**config.mk**
```make
export PLATFORM = sky130hd
export DESIGN_NAME = pwr_standby_ctrl
export DESIGN_NICKNAME = d
export VERILOG_FILES = /design/src/rtl/stby_pkg.sv /design/src/rtl/stby_src_enc.sv /design/src/rtl/stby_wake_timer.sv /design/src/rtl/stby_regs.sv /design/src/rtl/stby_fsm.sv /design/src/rtl/pwr_standby_ctrl.sv
export SDC_FILE = /design/constraint.sdc
export NUM_CORES = 1
export LEC_CHECK = 0
export ABC_AREA = 0
export BUFFER_PORTS_ARGS = -buffer_cell sky130_fd_sc_hd__buf_4
export CAP_MARGIN = 5
export CORE_MARGIN = 4
export CORE_UTILIZATION = 25
export CTS_CLUSTER_SIZE = 14
export DETAILED_ROUTE_END_ITERATION = 16
export SYNTH_ARGS = -nofsm -noshare
export SYNTH_HDL_FRONTEND = slang
export SYNTH_SLANG_ARGS = --single-unit
```
**constraint.sdc**
```tcl
create_clock -name clk -period 3.35 [get_ports clk]
set_clock_uncertainty 0.1 [all_clocks]
set_input_delay 0.67 -clock clk [delete_from_list [all_inputs] [get_ports clk]]
set_output_delay 0.67 -clock clk [all_outputs]
set_load 0.02 [all_outputs]
```
**src/rtl/stby_pkg.sv**
```systemverilog
package stby_pkg;

    typedef enum logic [1:0] {
        ST_RUN     = 2'd0,
        ST_STANDBY = 2'd1,
        ST_SETTLE  = 2'd2,
        ST_WAKE    = 2'd3
    } stby_state_e;

    localparam int PRE_W  = 12;
    localparam int ADDR_W = 3;

    localparam logic [ADDR_W-1:0] A_CTRL   = 3'd0;
    localparam logic [ADDR_W-1:0] A_TCTL   = 3'd1;
    localparam logic [ADDR_W-1:0] A_CNT    = 3'd2;
    localparam logic [ADDR_W-1:0] A_EVT    = 3'd3;
    localparam logic [ADDR_W-1:0] A_TSTART = 3'd4;

    localparam logic [7:0] CODE_NMI      = 8'h10;
    localparam logic [7:0] CODE_IRQ_BASE = 8'h20;

    // terminal value of the prescaler for each clock-select encoding
    function automatic logic [PRE_W-1:0] div_limit(input logic [2:0] sel);
        logic [PRE_W-1:0] lim;
        unique case (sel)
            3'd0: lim = PRE_W'(0);
            3'd1: lim = PRE_W'(3);
            3'd2: lim = PRE_W'(15);
            3'd3: lim = PRE_W'(31);
            3'd4: lim = PRE_W'(63);
            3'd5: lim = PRE_W'(255);
            3'd6: lim = PRE_W'(1023);
            default: lim = PRE_W'(4095);
        endcase
        return lim;
    endfunction

endpackage

```
**src/rtl/stby_src_enc.sv**
```systemverilog
module stby_src_enc #(
    parameter int NIRQ   = 4,
    parameter int CODE_W = 8
) (
    input  logic              nmi,
    input  logic [NIRQ-1:0]   irq,
    output logic              any,
    output logic [CODE_W-1:0] code
);
    import stby_pkg::*;

    logic [NIRQ-1:0] line_hit;

    genvar g;
    generate
        for (g = 0; g < NIRQ; g++) begin : g_line
            // a line wins only if no lower-indexed line is active
            if (g == 0) begin : g_first
                assign line_hit[g] = irq[g];
            end else begin : g_rest
                assign line_hit[g] = irq[g] && (irq[g-1:0] == '0);
            end
        end
    endgenerate

    always_comb begin
        code = '0;
        for (int i = 0; i < NIRQ; i++) begin
            if (line_hit[i]) code = CODE_W'(CODE_IRQ_BASE) + CODE_W'(i);
        end
        if (nmi) code = CODE_W'(CODE_NMI);
        any = nmi || (irq != '0);
    end

endmodule

```
**src/rtl/stby_wake_timer.sv**
```systemverilog
module stby_wake_timer #(
    parameter int CNT_W    = 8,
    parameter int REARM_AT = 128
) (
    input  logic             clk,
    input  logic             rst_n,
    input  logic             run,
    input  logic [2:0]       sel,
    input  logic             ld,
    input  logic [CNT_W-1:0] ld_val,
    output logic [CNT_W-1:0] cnt,
    output logic             ovf,
    output logic             rearm_hit
);
    import stby_pkg::*;

    localparam logic [CNT_W-1:0] CNT_MAX   = '1;
    localparam logic [CNT_W-1:0] REARM_PRE = CNT_W'(REARM_AT - 1);

    logic [PRE_W-1:0] pre_q;
    logic [CNT_W-1:0] cnt_q;
    logic             tick;

    assign tick = run && (pre_q == div_limit(sel));

    always_ff @(posedge clk or negedge rst_n) begin
        if (!rst_n) begin
            pre_q <= '0;
        end else if (!run || tick) begin
            pre_q <= '0;
        end else begin
            pre_q <= pre_q + 1'b1;
        end
    end

    always_ff @(posedge clk or negedge rst_n) begin
        if (!rst_n) begin
            cnt_q <= '0;
        end else if (ld) begin
            cnt_q <= ld_val;
        end else if (tick) begin
            cnt_q <= cnt_q + 1'b1;
        end
    end

    assign cnt       = cnt_q;
    assign ovf       = tick && (cnt_q == CNT_MAX);
    assign rearm_hit = tick && (cnt_q == REARM_PRE);

endmodule

```
**src/rtl/stby_regs.sv**
```systemverilog
module stby_regs #(
    parameter int DW = 8
) (
    input  logic                        clk,
    input  logic                        rst_n,
    input  logic                        we,
    input  logic [stby_pkg::ADDR_W-1:0] addr,
    input  logic [DW-1:0]               wdata,
    output logic [DW-1:0]               rdata,
    input  logic [DW-1:0]               cnt_val,
    input  logic [DW-1:0]               evt_in,
    input  logic                        evt_load,
    input  logic                        clr_tstart,
    output logic                        stby_en,
    output logic                        tmr_en,
    output logic [2:0]                  sel,
    output logic                        cnt_ld,
    output logic [DW-1:0]               cnt_ld_val,
    output logic [DW-1:0]               evt_q
);
    import stby_pkg::*;

    logic          stby_en_q;
    logic          tmr_en_q;
    logic [2:0]    sel_q;
    logic [DW-1:0] tstart_q;
    logic [DW-1:0] evt_r;

    always_ff @(posedge clk or negedge rst_n) begin
        if (!rst_n) begin
            stby_en_q <= 1'b0;
            tmr_en_q  <= 1'b0;
            sel_q     <= '0;
            tstart_q  <= '0;
            evt_r     <= '0;
        end else begin
            if (we && addr == A_CTRL) stby_en_q <= wdata[0];
            if (we && addr == A_TCTL) begin
                tmr_en_q <= wdata[DW-1];
                sel_q    <= wdata[2:0];
            end
            if (clr_tstart) begin
                tstart_q <= '0;
            end else if (we && addr == A_TSTART) begin
                tstart_q <= wdata;
            end
            if (evt_load) evt_r <= evt_in;
        end
    end

    always_comb begin
        rdata = '0;
        unique case (addr)
            A_CTRL:   rdata = DW'(stby_en_q);
            A_TCTL:   rdata = {tmr_en_q, {(DW-4){1'b0}}, sel_q};
            A_CNT:    rdata = cnt_val;
            A_EVT:    rdata = evt_r;
            A_TSTART: rdata = tstart_q;
            default:  rdata = '0;
        endcase
    end

    assign stby_en    = stby_en_q;
    assign tmr_en     = tmr_en_q;
    assign sel        = sel_q;
    assign cnt_ld     = we && (addr == A_CNT);
    assign cnt_ld_val = wdata;
    assign evt_q      = evt_r;

endmodule

```
**src/rtl/stby_fsm.sv**
```systemverilog
module stby_fsm (
    input  logic                  clk,
    input  logic                  rst_n,
    input  logic                  sleep_req,
    input  logic                  stby_en,
    input  logic                  tmr_en,
    input  logic                  wake_any,
    input  logic                  ovf,
    input  logic                  rearm_hit,
    output stby_pkg::stby_state_e state_o,
    output logic                  clk_en,
    output logic                  enter_stby,
    output logic                  evt_load,
    output logic                  count_on
);
    import stby_pkg::*;

    stby_state_e state_q, state_d;
    logic        rearm_q;

    always_ff @(posedge clk or negedge rst_n) begin
        if (!rst_n) state_q <= ST_RUN;
        else        state_q <= state_d;
    end

    always_comb begin
        state_d = state_q;
        unique case (state_q)
            ST_RUN: begin
                if (stby_en && (sleep_req || (rearm_q && rearm_hit)))
                    state_d = ST_STANDBY;
            end
            ST_STANDBY: if (wake_any) state_d = ST_SETTLE;
            ST_SETTLE:  if (ovf)      state_d = ST_WAKE;
            ST_WAKE:    state_d = ST_RUN;
            default:    state_d = ST_RUN;
        endcase
    end

    always_comb begin
        clk_en     = (state_q == ST_RUN) || (state_q == ST_WAKE);
        enter_stby = (state_q == ST_RUN) && (state_d == ST_STANDBY);
        evt_load   = (state_q == ST_STANDBY) && wake_any;
        count_on   = (state_q == ST_SETTLE) || (state_q == ST_WAKE) ||
                     ((state_q == ST_RUN) && ((rearm_q && stby_en) || tmr_en));
    end

    // post-wake re-entry tracking
    always_ff @(posedge clk or negedge rst_n) begin
        if (!rst_n) begin
            rearm_q <= 1'b0;
        end else if (state_q == ST_SETTLE && ovf) begin
            rearm_q <= 1'b1;
        end else if (!stby_en || enter_stby) begin
            rearm_q <= 1'b0;
        end
    end

    assign state_o = state_q;

endmodule

```
**src/rtl/pwr_standby_ctrl.sv**
```systemverilog
module pwr_standby_ctrl #(
    parameter int NIRQ     = 4,
    parameter int DATA_W   = 8,
    parameter int REARM_AT = 128
) (
    input  logic                        clk,
    input  logic                        rst_n,
    input  logic                        bus_we,
    input  logic [stby_pkg::ADDR_W-1:0] bus_addr,
    input  logic [DATA_W-1:0]           bus_wdata,
    output logic [DATA_W-1:0]           bus_rdata,
    input  logic                        sleep_req,
    input  logic                        nmi_req,
    input  logic [NIRQ-1:0]             irq_req,
    output logic                        clk_en,
    output logic                        wake_pulse,
    output logic [DATA_W-1:0]           evt_code
);
    import stby_pkg::*;

    stby_state_e       fsm_state;
    logic              stby_en_w, tmr_en_w, cnt_ld_w, evt_load_w, enter_w;
    logic              count_on_w, ovf_w, rearm_hit_w, wake_any_w;
    logic [2:0]        sel_w;
    logic [DATA_W-1:0] cnt_w, cnt_ld_val_w, src_code_w;

    stby_src_enc #(.NIRQ(NIRQ), .CODE_W(DATA_W)) u_enc (
        .nmi  (nmi_req),
        .irq  (irq_req),
        .any  (wake_any_w),
        .code (src_code_w)
    );

    stby_regs #(.DW(DATA_W)) u_regs (
        .clk        (clk),
        .rst_n      (rst_n),
        .we         (bus_we),
        .addr       (bus_addr),
        .wdata      (bus_wdata),
        .rdata      (bus_rdata),
        .cnt_val    (cnt_w),
        .evt_in     (src_code_w),
        .evt_load   (evt_load_w),
        .clr_tstart (enter_w),
        .stby_en    (stby_en_w),
        .tmr_en     (tmr_en_w),
        .sel        (sel_w),
        .cnt_ld     (cnt_ld_w),
        .cnt_ld_val (cnt_ld_val_w),
        .evt_q      (evt_code)
    );

    stby_wake_timer #(.CNT_W(DATA_W), .REARM_AT(REARM_AT)) u_tmr (
        .clk       (clk),
        .rst_n     (rst_n),
        .run       (count_on_w),
        .sel       (sel_w),
        .ld        (cnt_ld_w),
        .ld_val    (cnt_ld_val_w),
        .cnt       (cnt_w),
        .ovf       (ovf_w),
        .rearm_hit (rearm_hit_w)
    );

    stby_fsm u_fsm (
        .clk        (clk),
        .rst_n      (rst_n),
        .sleep_req  (sleep_req),
        .stby_en    (stby_en_w),
        .tmr_en     (tmr_en_w),
        .wake_any   (wake_any_w),
        .ovf        (ovf_w),
        .rearm_hit  (rearm_hit_w),
        .state_o    (fsm_state),
        .clk_en     (clk_en),
        .enter_stby (enter_w),
        .evt_load   (evt_load_w),
        .count_on   (count_on_w)
    );

    assign wake_pulse = (fsm_state == ST_WAKE);

endmodule

```
---- Yosys cells after proc, flatten, opt, wreduce, memory -nomap -nowiden ----
Cells that the tools add are included.
operators by class
  add/subtract/negate cells ............... 2
  equality and inequality tests ........... 17
  multiplexer cells ....................... 18
  bitwise operators ....................... 1
  reduce and logical (&&, ||, !) cells .... 36
operators by type and width
  kind                     count
  $pmux W12 S7             1
  $pmux W8 S5              1
  $mux W8                  4
  $mux W6                  5
  $logic_and A1 B1 Y1      17
  $add A12 B1 Y12 const B  1
  $eq A12 B12 Y1           1
  $eq A3 B2 Y1 const B     4
  $eq A3 B3 Y1 const B     4
  $mux W12                 1
  $logic_not A3 Y1         3
  $add A8 B1 Y8 const B    1
  $eq A8 B7 Y1 const B     1
  $eq A8 B8 Y1 const B     1
  $logic_or A1 B1 Y1       8
  $pmux W2 S4              1
  $eq A3 B1 Y1 const B     2
  $mux W2                  3
  $reduce_bool A2 Y1       3
  $eq A2 B1 Y1 const B     2
  $eq A2 B2 Y1 const B     2
  $logic_not A2 Y1         2
  $reduce_bool A4 Y1       1
  $logic_not A1 Y1         2
  other kinds (2)          3
word-level totals
  register bits ........................... 44
  input port bits ......................... 20
  output and inout bits ................... 18
  logic and storage cells ................. 83

---- Logic depth before layout (Yosys ltp) ----
  depth in word-level cells ............... 16
  depth in mapped cells ................... 8
  gate-level depth less buffers ........... 7

---- Cells and area by module ----
From an unflattened synthesis, not the netlist that was laid out.
second synthesis, totals
  cell total of the unflattened synthesis .. 288
  area, all modules ....................... 2821.5 µm²
by module, submodules not included
  module            instances  cells an instance  area each (µm²)  sequential area each (µm²)
  stby_wake_timer   1          144                1297.5           500.5
  stby_regs         1          98                 1147.4           525.5
  stby_fsm          1          31                 279.0            75.1
  stby_src_enc      1          14                 91.3             0.0
  pwr_standby_ctrl  1          1                  6.3              0.0

---- Worst setup path after synthesis ----
Ideal clock, no wire load.
  path type ............................... input to output
  start ................................... input bus_addr[1] (netlist bit)
  end ..................................... output bus_rdata[1]
  arrival time ............................ 1871 ps
  data required time ...................... 2580 ps
  setup slack ............................. 709 ps
  stages .................................. 5
  buffers on the path ..................... 2
  cells stage by stage .................... clkbuf_1 -> nor2b_1 -> clkbuf_1 -> a22oi_1 -> o21ai_0
between the ends
  longest elaborated chain between the ends .. 2
  elaborated cells between the ends (all ways) .. 6
  classes of those cells .................. eq/ne (4); mux (1); reduce/logical (1)
RTL lines
  item                                  line                    RTL
  from (decl)                           pwr_standby_ctrl.sv:9   input logic [stby_pkg::ADDR_W-1:0] bus_addr,
  $eq A3 B3 Y1 (tied with other cells)  stby_regs.sv:53         unique case (addr)
  $pmux W8 S5 (*)                       stby_regs.sv:53
  to (decl)                             pwr_standby_ctrl.sv:11  output logic [DATA_W-1:0] bus_rdata,
Every way passes the cells marked *; elsewhere a longest branch is shown, timed or not.

---- Final worst setup path ----
Same ends and word-level chain as after synthesis.

==> flow_metrics.tcl <==
set metrics [dict create \
    syn-mean-instance-area_um2 8.93 \
    timing.final.crit_share_pct 81.2 \
    setup_viol_count_final 0 \
    grt_pass1_vias 2131 \
    numCtsBuffers 5 \
    cts.clk_slew.worst_paths_ps 80 \
    die_area_um2 11500 \
    grt_util_all_layers_pct 11.0 \
    tns_ps 0 \
    fmax_ghz 0.367 \
    async_flop_share_pct 100 \
    nets 328 \
    grt-ovfl-total 0 \
    drt_iter0_drc 107 \
    port-buffer-count 33 \
    synth_flop_cell "dfrtp_1" \
    ctsResizeCount 0 \
    vias 2042 \
    slew_headroom_pct 49.1 \
    synth_seq_cells 40 \
    wl_per_cell_um 13.8 \
    cts_tree "yes" \
    clk-insertion-delay-late_ps 290 \
    yosysTopAreaCellShare_pct 40.8 \
    worst_setup_path_end_kind "primary output" \
    dp_hpwl_um 4400 \
    drv_slew 0 \
    antenna_found_initial 0 \
    antenna_left 0 \
    cp.required_ps 2580 \
    powerDensity_nw_per_um2 629 \
    crit_arrival_ps 1950 \
    core.rowCount 35 \
    worst_pin_slew_ps 761 \
    die_h_um 107 \
    netlist_area_um2 2450 \
    gp_congestion 0.779 \
    cts.path.max_buffers 2 \
    final_layout_size_suffix_gt1_share_pct 17.9 \
    outcome "finished, final reports clean" \
    num_io_pins 38 \
    yosys-top-cells-area "dfrtp_1, nor2_1, nand2_1" \
    start_util_pct 26.1 \
    grt_max_degree 41 \
    htreeDepth 2 \
    crit_fanout 9 \
    synthCells 275 \
    dieWidth_um 107 \
    yosys_warnings 0 \
    fin_util_pct 30.6 \
    cts_setup_buffers 0 \
    power_uw 1810 \
    dp_slack_ps 672 \
    diodes 0 \
    start_kind "input pin" \
    crit_chain "buf_4 -> nor2b_1 -> a22oi_1 -> o21ai_0 -> buf_4" \
    max_cap_viol_count 0 \
    yosysTopAreaCell "dfrtp_1" \
    leakage_uw 0.00121 \
    vias_per_cell 4.74 \
    cp_common_cell "buf_4" \
    ys_seq_area_share_pct 40.8 \
    fin_ws_ps 628 \
    peakVddDrop_uv 302 \
    synth.most_common_cell "dfrtp_1" \
    drtPass1Iterations 4 \
    ys_types 51 \
    hold_viol 0 \
    yosys-top-cells-count "dfrtp_1, nor2_1, nand2_1" \
    grt_pass1_wl_um 10200 \
    rsz0062_at_grt "no" \
    max_stage_delay_ps 600 \
    synthToLayoutAreaGrowth_pct 17.3 \
    crit_slowest_cell "nor2b_1" \
    synth-edff-count 0 \
    cts_hold_buf 0 \
    cts_sinks 40 \
    coreArea_um2 9420 \
    drc 0 \
    root_buffer "clkbuf_8" \
    hp-class "in -> async" \
    finalWirelength_um 5940 \
    worstSetupPathType "in -> out" \
    layout_min_cycle_time_ps 2720 \
]
[critical path, delay by kind of cell]
family,cells,cell delay (ps)
and+or+nand+nor,1,600
buffers and inverters,2,320
AOI/OAI and AO/OA,2,360
[registers in the layout (all words and copies together) (netlist names)]
name             cells
u_fsm.rearm_q        1
u_fsm.state_o        2
u_regs.evt_q         4
u_regs.sel           3
u_regs.stby_en       1
u_regs.tmr_en        1
u_regs.tstart_q      8
u_tmr.cnt            8
u_tmr.pre_q         12
[report_power, final]
group / total (uW) / leakage [uW] / switching, uW / internal (uW)
clock network: 312 / 0.0000410 / 170 / 142
registers: 781 / 0.000510 / 162 / 619
logic: 718 / 0.000662 / 404 / 314
[through the flow]
| step | hold WS [ps] | std cells | area, um^2 |
|---|---|---|---|
| floorplan | 274 | 278 | 2470 |
| global placement | 365 | 424 | 2800 |
| detailed placement | 372 | 424 | 2800 |
| CTS | 279 | 431 | 2880 |
| global route | 300 | 431 | 2880 |
| finish | 252 | 431 | 2880 |
[per-layer routing]
layer / vias up / track usage, % / wire length (um)
met2: 39 / 17.7 / 2660
met5: - / 0 / 0
met1: 993 / 14.9 / 2990
met3: 6 / 2.17 / 228
met4: 0 / 3.11 / 63
li1: 1004 / - / -
[layout make-up]
| class | instances | area, um^2 |
|---|---|---|
| clock inverters | 1 | 5.00 |
| well taps | 129 | 161 |
| flip-flops and latches | 40 | 1000 |
| fillers | 1004 | 6540 |
| repair buffers | 35 | 263 |
| clock buffers | 6 | 72.6 |
| multi-input cells | 207 | 1330 |
| inverters | 13 | 48.8 |
[logic make-up (layout without fill, tap and decap cells)]
logic type | Yosys count | after routing | synth area share (%)
simple gates | 105 | 105 | 21.4
compound gates | 60 | 60 | 15.9
flops | 40 | 40 | 40.8
buf+inv | 31 | 55 | 5.81
xor+xnor | 16 | 16 | 5.71
mux | 16 | 16 | 7.29
fa+ha+maj | 6 | 6 | 3.06
other cells | 1 | 4 | 0.153
[worst paths after layout]
kind                                      end  depth (start not counted)      startpoint  slack [ps]
setup / recovery                 bus_rdata[1]                          5     bus_addr[1]         630
hold / removal             u_regs.tstart_q[7]                          1           rst_n         250
setup reg to reg           u_regs.tstart_q[1]                          6   u_regs.sel[1]         670
hold reg to reg                u_tmr.pre_q[0]                          1  u_tmr.pre_q[0]         380
max in group asynchronous      u_tmr.pre_q[3]                          1           rst_n        2530
min in group clk               u_tmr.pre_q[0]                          1  u_tmr.pre_q[0]         380
[layout by cell type, fill, tap and decap left out, types with 3 or more instances in the layout]
cell type	instances
a21oi_1	5
a22oi_1	7
a31oi_1	3
and3_1	4
buf_4	35
clkbuf_8	5
conb_1	4
dfrtp_1	40
ha_1	6
inv_1	12
mux2_2	5
mux2i_1	10
nand2_1	27
nand3_1	10
nand4_1	4
nor2_1	34
nor2b_1	6
nor3_1	6
o21a_1	4
o21ai_0	18
o21ai_1	7
xnor2_1	8
xor2_1	8
Power figures use the tool's default switching activity.
